## config.mk

```make
export PLATFORM = sky130hd
export DESIGN_NAME = stsirq_top
export DESIGN_NICKNAME = d
export VERILOG_FILES = /design/src/rtl/stsirq_pkg.sv /design/src/rtl/stsirq_event_bank.sv /design/src/rtl/stsirq_level_bank.sv /design/src/rtl/stsirq_mask_unit.sv /design/src/rtl/stsirq_top.sv
export SDC_FILE = /design/constraint.sdc
export NUM_CORES = 1
export LEC_CHECK = 0
export ABC_AREA = 0
export BUFFER_PORTS_ARGS = -buffer_cell sky130_fd_sc_hd__buf_4
export CELL_PAD_IN_SITES_DETAIL_PLACEMENT = 0
export CELL_PAD_IN_SITES_GLOBAL_PLACEMENT = 1
export CORE_ASPECT_RATIO = 0.5
export CORE_MARGIN = 1
export CORE_UTILIZATION = 40
export CTS_CLUSTER_DIAMETER = 60
export CTS_CLUSTER_SIZE = 16
export DETAILED_ROUTE_END_ITERATION = 10
export GPL_TIMING_DRIVEN = 0
export PLACE_DENSITY = 0.76
export SETUP_SLACK_MARGIN = 0.4
export SYNTH_ARGS = -nofsm -noshare
export SYNTH_HDL_FRONTEND = slang
export SYNTH_HIERARCHICAL = 1
export SYNTH_SLANG_ARGS = --single-unit
```

## constraint.sdc

```tcl
create_clock -name clk -period 1.65 [get_ports clk]
set_input_delay 0.165 -clock clk [delete_from_list [all_inputs] [get_ports clk]]
set_output_delay 0.165 -clock clk [all_outputs]
set_load 0.01 [all_outputs]
```

## src/rtl/stsirq_pkg.sv

```systemverilog
package stsirq_pkg;
    localparam int STAT_W   = 22;
    localparam int EVT_W    = 11;
    localparam int LVL_W    = STAT_W - EVT_W;
    localparam int RSVD_BIT = 9;

    localparam logic [1:0] RA_STATUS = 2'd0;
    localparam logic [1:0] RA_CLEAR  = 2'd1;
    localparam logic [1:0] RA_MASK0  = 2'd2;

    // event bits that have a meaning (reserved position removed)
    function automatic logic [EVT_W-1:0] evt_keep();
        logic [EVT_W-1:0] m;
        m = '1;
        m[RSVD_BIT] = 1'b0;
        return m;
    endfunction
endpackage

```

## src/rtl/stsirq_event_bank.sv

```systemverilog
module stsirq_event_bank #(
    parameter int EVT_W = 11,
    parameter int RSVD  = 9
) (
    input  logic             clk,
    input  logic             rst_n,
    input  logic [EVT_W-1:0] set_i,
    input  logic             clr_en_i,
    input  logic [EVT_W-1:0] clr_i,
    output logic [EVT_W-1:0] q_o
);
    logic unused_rsvd;
    assign unused_rsvd = set_i[RSVD] ^ clr_i[RSVD];

    for (genvar i = 0; i < EVT_W; i++) begin : g_bit
        if (i == RSVD) begin : g_rsvd
            assign q_o[i] = 1'b0;
        end else begin : g_flop
            logic bit_q;
            always_ff @(posedge clk) begin
                if (!rst_n)
                    bit_q <= 1'b0;
                else if (set_i[i])
                    bit_q <= 1'b1;              // set wins over clear
                else if (clr_en_i && clr_i[i])
                    bit_q <= 1'b0;
            end
            assign q_o[i] = bit_q;
        end
    end
endmodule

```

## src/rtl/stsirq_level_bank.sv

```systemverilog
module stsirq_level_bank #(
    parameter int LVL_W = 11
) (
    input  logic             clk,
    input  logic             rst_n,
    input  logic             upd_i,
    input  logic [LVL_W-1:0] flags_i,
    output logic [LVL_W-1:0] q_o
);
    always_ff @(posedge clk) begin
        if (!rst_n)
            q_o <= '0;
        else if (upd_i)
            q_o <= flags_i;     // whole field dropped and reloaded
    end
endmodule

```

## src/rtl/stsirq_mask_unit.sv

```systemverilog
module stsirq_mask_unit #(
    parameter int STAT_W = 22
) (
    input  logic              clk,
    input  logic              rst_n,
    input  logic              wr_i,
    input  logic [STAT_W-1:0] wdata_i,
    input  logic [STAT_W-1:0] stat_i,
    output logic [STAT_W-1:0] mask_o,
    output logic              irq_o
);
    always_ff @(posedge clk) begin
        if (!rst_n)
            mask_o <= '0;
        else if (wr_i)
            mask_o <= wdata_i;
    end

    always_ff @(posedge clk) begin
        if (!rst_n)
            irq_o <= 1'b0;
        else
            irq_o <= |(stat_i & mask_o);
    end
endmodule

```

## src/rtl/stsirq_top.sv

```systemverilog
module stsirq_top
    import stsirq_pkg::*;
#(
    parameter int DATA_W  = 32,
    parameter int ADDR_W  = 2,
    parameter int NUM_IRQ = 2
) (
    input  logic               clk,
    input  logic               rst_n,
    input  logic [EVT_W-1:0]   evt_i,
    input  logic               fifo_upd_i,
    input  logic [LVL_W-1:0]   fifo_flags_i,
    input  logic               reg_wr_i,
    input  logic [ADDR_W-1:0]  reg_addr_i,
    input  logic [DATA_W-1:0]  reg_wdata_i,
    output logic [DATA_W-1:0]  reg_rdata_o,
    output logic [NUM_IRQ-1:0] irq_o
);
    localparam logic [ADDR_W-1:0] A_STATUS = ADDR_W'(RA_STATUS);
    localparam logic [ADDR_W-1:0] A_CLEAR  = ADDR_W'(RA_CLEAR);
    localparam int                MBASE    = int'(RA_MASK0);

    logic [EVT_W-1:0]          evt_q;
    logic [LVL_W-1:0]          lvl_q;
    logic [STAT_W-1:0]         stat_q;
    logic [NUM_IRQ*STAT_W-1:0] mask_flat;
    logic                      clr_hit;
    logic                      unused_hi;

    assign unused_hi = ^reg_wdata_i[DATA_W-1:STAT_W];
    assign clr_hit   = reg_wr_i && (reg_addr_i == A_CLEAR);
    assign stat_q    = {lvl_q, evt_q};

    stsirq_event_bank #(.EVT_W(EVT_W), .RSVD(RSVD_BIT)) u_evt (
        .clk      (clk),
        .rst_n    (rst_n),
        .set_i    (evt_i),
        .clr_en_i (clr_hit),
        .clr_i    (reg_wdata_i[EVT_W-1:0]),
        .q_o      (evt_q)
    );

    stsirq_level_bank #(.LVL_W(LVL_W)) u_lvl (
        .clk     (clk),
        .rst_n   (rst_n),
        .upd_i   (fifo_upd_i),
        .flags_i (fifo_flags_i),
        .q_o     (lvl_q)
    );

    for (genvar k = 0; k < NUM_IRQ; k++) begin : g_irq
        logic wr_k;
        assign wr_k = reg_wr_i && (reg_addr_i == ADDR_W'(MBASE + k));
        stsirq_mask_unit #(.STAT_W(STAT_W)) u_mask (
            .clk     (clk),
            .rst_n   (rst_n),
            .wr_i    (wr_k),
            .wdata_i (reg_wdata_i[STAT_W-1:0]),
            .stat_i  (stat_q),
            .mask_o  (mask_flat[k*STAT_W +: STAT_W]),
            .irq_o   (irq_o[k])
        );
    end

    always_comb begin
        reg_rdata_o = '0;
        if (reg_addr_i == A_STATUS)
            reg_rdata_o[STAT_W-1:0] = stat_q;
        for (int k = 0; k < NUM_IRQ; k++) begin
            if (reg_addr_i == ADDR_W'(MBASE + k))
                reg_rdata_o[STAT_W-1:0] = mask_flat[k*STAT_W +: STAT_W];
        end
    end
endmodule

```

======== Yosys cells after proc, flatten, opt, wreduce, memory -nomap -nowiden ========
Cells that the tools add are included.
word-level totals
  flip-flop bits (word level) ............. 67
  bits of input ports ..................... 60
  logic and storage cells ................. 69
  output and inout port bits .............. 34
cells by class
  bitwise operators ....................... 2
  equality and inequality tests ........... 3
  reductions and logical operators ........ 26
  multiplexer cells ....................... 23
operator list
  cell                                                                   count
  22-bit two-way mux                                                     3
  22-bit AND                                                             2
  22-bit OR reduction                                                    2
  1-bit two-way mux                                                      20
  2-bit nonzero test                                                     10
  1-bit logical AND                                                      13
  2-bit equality test, second input constant                             2
  2-bit by 1-bit equality test with 1-bit output, second input constant  1
  2-bit zero test                                                        1

======== Depth between registers and ports, before layout ========
Gate-level depths: netlist of run 1.
  word-level depth ........................ 5
  depth in mapped cells ................... 7
  depth with buffers taken out ............ 3

======== By module ========
Netlist of run 1, hierarchy kept.
by module, submodules not included
  module             area each (µm²)  sequential area each (µm²)  instances  cells each
  stsirq_mask_unit   973.4            460.4                       2          88
  stsirq_top         679.4            0.0                         1          68
  stsirq_event_bank  441.7            200.2                       1          53
  stsirq_level_bank  414.1            220.2                       1          35

======== Worst setup path after synthesis of run 1 ========
No wires, ideal clock.
  path type ............................... input to register
  from .................................... in reg_addr_i[1]
  to ...................................... reg g_irq[1].u_mask.mask_o[0]
  arrival ................................. 1.194 ns
  stages on the path ...................... 7
  required time ........................... 1.534 ns
  path buffers ............................ 4
  slack ................................... 0.340 ns
  path through ............................ buf_2 buf_2 and3_1 buf_2 buf_4 mux2i_1 nor2b_1
on the way
  word-level cells in the longest chain between the ends .. 2
ends and longest elaborated chain
  item                  RTL line                text
  start, declared       stsirq_top.sv:14        input logic [ADDR_W-1:0] reg_addr_i,
  2-bit equality test   stsirq_top.sv:53        assign wr_k = reg_wr_i && (reg_addr_i == ADDR_W'(MBASE + k));
  1-bit logical AND     stsirq_top.sv:53
  via g_irq[1].wr_k     stsirq_top.sv:52        logic wr_k;
  end signal, assigned  stsirq_mask_unit.sv:16  mask_o <= wdata_i;
  end, declared         stsirq_mask_unit.sv:9   output logic [STAT_W-1:0] mask_o,
The timed path passes the listed nets, and every way through them passes these cells.
A chain may end at the register's enable or synchronous reset.

======== Worst setup path after layout of run 1 ========
  from .................................... reg g_irq[0].u_mask.mask_o[20]
  to ...................................... out reg_rdata_o[20]
on the way
  word-level cells in the longest chain between the ends .. 2
ends and longest elaborated chain
  item                              RTL line                text
  start, declared                   stsirq_mask_unit.sv:9
  start signal, assigned            stsirq_mask_unit.sv:16
  22-bit two-way mux (2 in series)  stsirq_top.sv:70        if (reg_addr_i == ADDR_W'(MBASE + k))
  end, declared                     stsirq_top.sv:16        output logic [DATA_W-1:0] reg_rdata_o,
Every way passes these cells.

==> reports/summary.md, run 1 <==
Synthesis
• **mean cell area of the mapped netlist** 10.5 µm²
• **main area contributors after synthesis** sky130_fd_sc_hd__dfxtp_1 (39%), sky130_fd_sc_hd__mux2i_1 (16%), sky130_fd_sc_hd__nor2b_1 (9.9%)
• **leading post-synthesis cells by instance count** sky130_fd_sc_hd__dfxtp_1 (67), sky130_fd_sc_hd__mux2i_1 (55), sky130_fd_sc_hd__nor2b_1 (55), sky130_fd_sc_hd__buf_4 (25), sky130_fd_sc_hd__a22o_1 (22)
• **post-synthesis instance total** 332
• **most common cell in the synthesized netlist** sky130_fd_sc_hd__dfxtp_1
• **Netlist Area Pre-Place** 0.00348 mm²
• **post-synthesis sequential element count** 67
• **most used flip-flop cell after synthesis** sky130_fd_sc_hd__dfxtp_1
• **proportion of synthesized chip area in sequential cells** 0.385
• **area leader, netlist** sky130_fd_sc_hd__dfxtp_1
• **share of synthesized flip-flops with an asynchronous set or reset** 0
• **share of Yosys cell area claimed by the top area cell type** 0.385
• **count of unique library cells instantiated by Yosys** 25
• **Synthesis Warnings** 6
• **number of synthesized flops with an enable pin** 0

GRT
• **largest net degree at the start of global routing** 23
• **antenna violations before repair** 0
• **vias in the first global route** 3002
• **all-layer global routing usage** 0.234
• **total grt overflow** 0
• **wire length of the first global-routing pass** 15.6 mm

Finish
• **count of antenna diodes in the layout** 0
• **fraction of layout cells with a size suffix above 1** 0.506
• **Layout area overhead** 41.8%
• **number of nets in the layout** 520

STA
• **number of setup violations in the final report** 0
• **final hold vios** 0
• **total count of max-transition violations in the final report** 0
• **final setup TNS** 0 ns
• **RSZ-0062 raised after global routing** yes
• **Max-Slew Margin vs Limit** 0.599
• **final worst-path setup slack** 0.226 ns
• **Tightest Pin Transition** 0.602 ns
• **final period demand of the worst path** 1.42 ns
• **worst clock skew on the final layout** 0.00434 ns
• **maximum frequency from static timing analysis** 702 MHz
• **portion of the clock cycle consumed by the worst path in the final layout** 0.863

Setup path
• **largest stage delay on the critical path** 0.32 ns
• **worst-case register-to-register setup slack** 0.29 ns
• **Critical R2R Launch** g_irq[1].u_mask/mask_o[4]
• **Worst Setup EP** reg_rdata_o[20]
• **worst r2r dst** g_irq[1].u_mask/irq_o
• **type of element capturing the critical path** primary output
• **critical-path cell list** mux2_4, a22o_1, buf_6
• **critical path type** reg -> out
• **cell type of the slowest stage on the worst timing path** sky130_fd_sc_hd__dfxtp_2
• **startpoint kind of the worst setup timing path** flop
• **data required time of the worst path** 1.48 ns
• **depth of the most critical reg-to-reg path** 4
• **arrival time of the worst setup path** 1.26 ns
• **maximum net fanout on the critical path** 2
• **first element of the critical path** g_irq[0].u_mask/mask_o[20]

Placement
• **routability-driven placement congestion ratio** 0.802
• **post-placement worst setup slack** 0.151 ns
• **Detailed Place HPWL** 6.75 mm
• **count of input and output buffers** 70

Floorplan
• **overall die area** 0.00911 mm²
• **core area** 0.00823 mm²
• **Die Wd** 134 µm
• **Die H** 68.0 µm
• **count of pins on the block boundary** 94
• **starting density of the core** 0.423
• **floorplan row count** 23

Power and ir drop
• **static power due to leakage** 0.00218 µW
• **share of power burned in registers** 0.422
• **switching share of power** 0.248
• **Worst IR Drop VDD** 0.000599 V
• **sw power** 1030 µW
• **clock network fraction of total power** 0.410
• **Combinational Power Share** 0.168
• **Pint** 3130 µW
• **power per cell area** 844 mW/mm²

Route
• **post-route DRC violation count** 0
• **average wire per standard cell** 17.7 µm
• **Starting DRT DRC Count** 146
• **wirelength, routed** 10.2 mm
• **Avg Vias per Cell** 5.10
• **total via count after detailed routing** 2935
• **number of nets with antenna violations after detailed routing** 0
• **count of TritonRoute iterations in the first routing pass** 4

Outcome
• **run status** finished clean

Clocking
• **htree depth** 3
• **CTS tree** built
• **Clock Sinks** 67
• **insertion delay to the later sink of the worst-skew pair** 0.33 ns
• **CTS clock-pin slew for the worst setup and hold paths** 0.05 ns
• **number of buffers created by CTS** 9
• **clock tree root buffer cell** sky130_fd_sc_hd__clkbuf_16
• **number of buffers between clock root and the deepest sink** 2

Worst hold path
• **class of the worst hold path** in -> reg

Flow run
• **number of violations of the max-capacitance limit** 0

[per-stage QoR]
step	std cells	hold WS, ns	cell area [µm²]	power [µW]	utilization
finish	576	0.0427	4940	4160	0.600
CTS	567	0.0281	4850	4190	0.589
global placement	523	0.379	4200	2380	0.510
detailed placement	523	0.388	4200	2400	0.510
floorplan	341	0.272	3540	2140	-
global route	576	0.0386	4940	4340	0.600
[critical path: cells and delay by family (launching register included)]
| kind | cells | cell delay, ns |
|---|---|---|
| AO/OA/AOI/OAI | 1 | 0.23 |
| buffers and inverters | 1 | 0.12 |
| flip-flops | 1 | 0.32 |
| multiplexers | 1 | 0.26 |
[cell type report]
class / count / area (µm²)
buffer: 42 / 330
timing repair buffer: 108 / 893
inverter: 10 / 37.5
tap: 112 / 140
clock buffer: 12 / 246
sequential: 67 / 1400
multi-input combinational: 222 / 1880
fill: 708 / 3290
clock inverter: 3 / 15.0
[timing repair]
item / 4_1_cts / 5_1_grt
endpoints found under the setup margin: 24 / 24
hold buffers: 0 / 0
pin swaps: 15 / 5
resized for setup: 70 / 8
setup buffers: 29 / 9
[flip-flops by register name, summed over array words and instances (netlist names)]
signal,count
u_evt/g_bit.g_flop.bit_q,10
u_lvl/q_o,11
g_irq.u_mask/irq_o,2
g_irq.u_mask/mask_o,44
[worst min-delay path by stage]
stage	from	endpoint	cells after the start
5_1_grt	reg_wdata_i[1]	u_evt/g_bit[1].g_flop.bit_q	2
2_1_floorplan	reg_wdata_i[0]	u_evt/g_bit[0].g_flop.bit_q	1
6_report	reg_wdata_i[7]	u_evt/g_bit[7].g_flop.bit_q	2
3_5_place_dp	reg_wdata_i[5]	u_evt/g_bit[5].g_flop.bit_q	2
3_3_place_gp	reg_wdata_i[6]	u_evt/g_bit[6].g_flop.bit_q	2
4_1_cts	reg_wdata_i[7]	u_evt/g_bit[7].g_flop.bit_q	2
[cells in the final DEF (no fill, tap or decap), drive strengths merged]
cell	instances
buf	144
dfxtp	67
mux2i	55
nor2b	55
a22o	22
mux2	22
a22oi	22
clkbuf	18
conb	11
inv	10
o21ai	10
a31oi	10
nand2	5
clkinv	3
nor2	2
nand4	2
nand3	2
o41a	2
and3b	1
and3	1
[power groups by stage]
stage	Sequential, µW	Clock (µW)	Combinational [µW]
6_report	1760	1710	699
5_1_grt	1770	1830	748
4_1_cts	1760	1760	679
3_5_place_dp	1790	0	608
3_3_place_gp	1780	0	595
2_1_floorplan	1780	0	368
[metal layers]
layer / global-route usage / share of wire
met1: 0.293 / 0.48
met2: 0.394 / 0.46
met3: 0.0533 / 0.052
met4: 0.102 / 0.013
met5: 0 / 0
[kinds of logic (layout without fill, tap and decap cells)]
| group | after synthesis | in the layout | synth area share |
|---|---|---|---|
| other | 2 | 11 | 0.00216 |
| multiplexers | 77 | 77 | 0.248 |
| buffers and inverters | 52 | 175 | 0.0977 |
| AO/OA/AOI/OAI | 66 | 66 | 0.150 |
| flip-flops | 67 | 67 | 0.385 |
| AND/OR/NAND/NOR | 68 | 68 | 0.117 |
Note: power is estimated with default switching activity, not from simulation.
==> inputs of run 2 (changes only) <==
ABC_CLOCK_PERIOD_IN_PS = 1400   (was default)
clock period = 1.4 ns   (was 1.65 ns; I/O delays follow)
==> run 2 against run 1 <==
- wire length increased by 3.5%
- sequential share of layout area decreased by 1.1 points
- cell count increased by 0.87%
- critical path depth unchanged
- clock power increased by 15%
- clock skew increased by 0.0021 ns
- via count increased by 0.65%
- sequential power increased by 18%
- worst setup slack got worse by 0.22 ns
- final area increased by 4.1%
- global-route usage decreased by 0.63 points
- non-clock buffer count increased by 7
==> reports/summary.md, run 2 (synthesis gave the netlist of run 1 again) <==
Placement
• **post-placement worst setup slack** 0.0256 ns, -0.126 ns
• **routability-driven placement congestion ratio** 0.784, -2.3%
• **placed standard-cell area** 0.00424 mm², +0.95%
• **Detailed Place HPWL** 6.87 mm, +1.8%
• **count of input and output buffers** 70, unchanged

Route
• **wirelength, routed** 10.5 mm, +3.5%
• **count of TritonRoute iterations in the first routing pass** 4, unchanged
• **post-route DRC violation count** 0, unchanged
• **number of nets with antenna violations after detailed routing** 0, unchanged
• **total via count after detailed routing** 2954, +0.65%
• **Avg Vias per Cell** 5.08, -0.22%
• **Starting DRT DRC Count** 170, +16%
• **average wire per standard cell** 18.1 µm, +2.6%

GRT
• **all-layer global routing usage** 0.227, -0.00633
• **vias in the first global route** 2985, -0.57%
• **antenna violations before repair** 0, unchanged
• **total grt overflow** 0, unchanged
• **wire length of the first global-routing pass** 15.1 mm, -2.7%
• **largest net degree at the start of global routing** 23, unchanged

Setup path
• **cell type of the slowest stage on the worst timing path** sky130_fd_sc_hd__dfxtp_2
• **arrival time of the worst setup path** 1.26 ns, about the same
• **critical-path cell list** mux2_2, a22o_1, buf_6
• **WP depth** 3, unchanged
• **type of element capturing the critical path** primary output
• **category of cells accounting for the largest share of critical-path delay** flip-flops
• **maximum net fanout on the critical path** 3, +1
• **startpoint kind of the worst setup timing path** flop
• **depth of the most critical reg-to-reg path** 4, unchanged
• **data required time of the worst path** 1.26 ns, -0.22 ns
• **largest stage delay on the critical path** 0.33 ns, about the same
• **buffer and inverter count on the worst path** 1, unchanged
• **critical path type** reg -> out

Finish
• **area of all placed cells without fillers** 0.00514 mm², +4.1%
• **count of antenna diodes in the layout** 0, unchanged
• **multi-input logic area** 0.00189 mm², +0.40%
• **number of nets in the layout** 527, +1.3%
• **highest-count cells in the layout ignoring fill and taps** sky130_fd_sc_hd__buf_4 (106), sky130_fd_sc_hd__nor2b_1 (55), sky130_fd_sc_hd__mux2i_1 (53)
• **Layout area overhead** 47.6%
• **fraction of layout cells with a size suffix above 1** 0.516, +0.00953
• **sequential standard cell area** 0.00140 mm², about the same
• **number of flip-flops in the largest register** 44, unchanged
• **number of fill cells** 674, -4.8%
• **Core Util, Final** 0.625, +0.0246
• **largest reg by FF count** g_irq.u_mask/mask_o
• **leading cell type in the layout, fill and taps excluded** sky130_fd_sc_hd__buf_4
• **biggest registers after layout** g_irq.u_mask/mask_o: 44 flops, u_lvl/q_o: 11 flops, u_evt/g_bit.g_flop.bit_q: 10 flops

Power and ir drop
• **Total Power Consumption** 4930 µW, +18%
• **clock network fraction of total power** 0.399, -0.011
• **switching share of power** 0.242, -0.00519
• **Combinational Power Share** 0.181, +0.013
• **sw power** 1190 µW, +16%
• **power per cell area** 959 mW/mm², +14%
• **Pint** 3740 µW, +19%
• **share of power burned in registers** 0.420, -0.002
• **static power due to leakage** 0.00225 µW, +3.4%
• **Worst IR Drop VDD** 0.000647 V, +8.0%

STA
• **final period demand of the worst path** 1.40 ns
• **Tightest Pin Transition** 0.513 ns, -0.0891 ns
• **final worst-path setup slack** 0.00438 ns, -0.222 ns
• **worst hold slack** 0.0213 ns, -0.0213 ns
• **number of setup violations in the final report** 0, unchanged
• **worst clock skew on the final layout** 0.00644 ns, +0.00210 ns
• **portion of the clock cycle consumed by the worst path in the final layout** 0.997
• **total count of max-transition violations in the final report** 0, unchanged
• **maximum frequency from static timing analysis** 717 MHz
• **final hold vios** 0, unchanged
• **Max-Slew Margin vs Limit** 0.658, +0.0594
• **RSZ-0062 raised after global routing** yes

Clocking
• **Clock Sinks** 67, unchanged
• **number of buffers between clock root and the deepest sink** 2, unchanged
• **count of hold-fix buffers inserted at cts** 0, unchanged
• **htree depth** 3, unchanged
• **CTS clock-pin slew for the worst setup and hold paths** 0.05 ns, about the same
• **number of buffers created by CTS** 9, unchanged
• **insertion delay to the later sink of the worst-skew pair** 0.33 ns, about the same
• **CTS tree** built
• **clock tree root buffer cell** sky130_fd_sc_hd__clkbuf_16

Floorplan
• **count of pins on the block boundary** 94, unchanged
• **core area** 0.00823 mm², unchanged
• **Die Wd** 134 µm, unchanged
• **floorplan row count** 23, unchanged
• **Die H** 68.0 µm, unchanged
• **overall die area** 0.00911 mm², unchanged
• **starting density of the core** 0.423, unchanged

Worst hold path
• **class of the worst hold path** in -> reg
• **number of instances on the worst hold path** 2, unchanged

Flow run
• **number of violations of the max-capacitance limit** 0, unchanged

Outcome
• **run status** finished clean

run 2: through the flow:
stage	TNS, ns	instances
CTS	0	571
floorplan	0	341
detailed placement	0	523
global placement	0	523
global route	-0.0622	581
finish	0	581
run 2: worst reg2reg max path, delay by kind of cell, from the launching register on:
kind	cells	cell delay, ns
flops	1	0.31
buf+inv	1	0.13
simple gates	1	0.12
compound gates	2	0.63
run 2: area by class of cell:
| cell class | instances | area share |
|---|---|---|
| buffer | 42 | 0.0789 |
| clock buffer | 13 | 0.0487 |
| inverter | 10 | 0.00730 |
| multi-input combinational | 222 | 0.367 |
| sequential | 67 | 0.272 |
| tap | 112 | 0.0273 |
| timing repair buffer | 115 | 0.199 |
run 2: power groups by stage:
| stage | combinational, µW | sequential (µW) | clock, µW |
|---|---|---|---|
| floorplan | 446 | 2090 | 0 |
| global placement | 714 | 2100 | 0 |
| detailed placement | 728 | 2110 | 0 |
| CTS | 830 | 2070 | 1990 |
| global route | 946 | 2080 | 2110 |
| finish | 890 | 2070 | 1970 |
run 2: what timing repair did:
| action | 4_1_cts | 5_1_grt |
|---|---|---|
| pin swaps | 6 | 6 |
| setup endpoints to repair | 27 | 61 |
| setup buffers | 34 | 7 |
| resized for setup | 71 | 22 |
| gates cloned | 1 | 3 |
run 2: worst paths after layout:
| kind | startpoint | endpoint | slack (ns) |
|---|---|---|---|
| worst max register to register | g_irq[1].u_mask/mask_o[16] | g_irq[1].u_mask/irq_o | 0.08 |
| worst min register to register | g_irq[1].u_mask/mask_o[13] | g_irq[1].u_mask/mask_o[13] | 0.54 |
| worst max-delay path | g_irq[1].u_mask/mask_o[20] | reg_rdata_o[20] | 0.004 |
| worst min-delay path | reg_wdata_i[10] | u_evt/g_bit[10].g_flop.bit_q | 0.02 |
run 2: routing by layer:
metal	track usage	up-vias	wire, µm	part of all wire
met2	0.401	80	4990	0.47
met4	0.0739	0	113	0.011
met5	0	-	0	0
met3	0.0593	6	551	0.052
met1	0.276	1440	4880	0.46
li1	-	1428	-	-
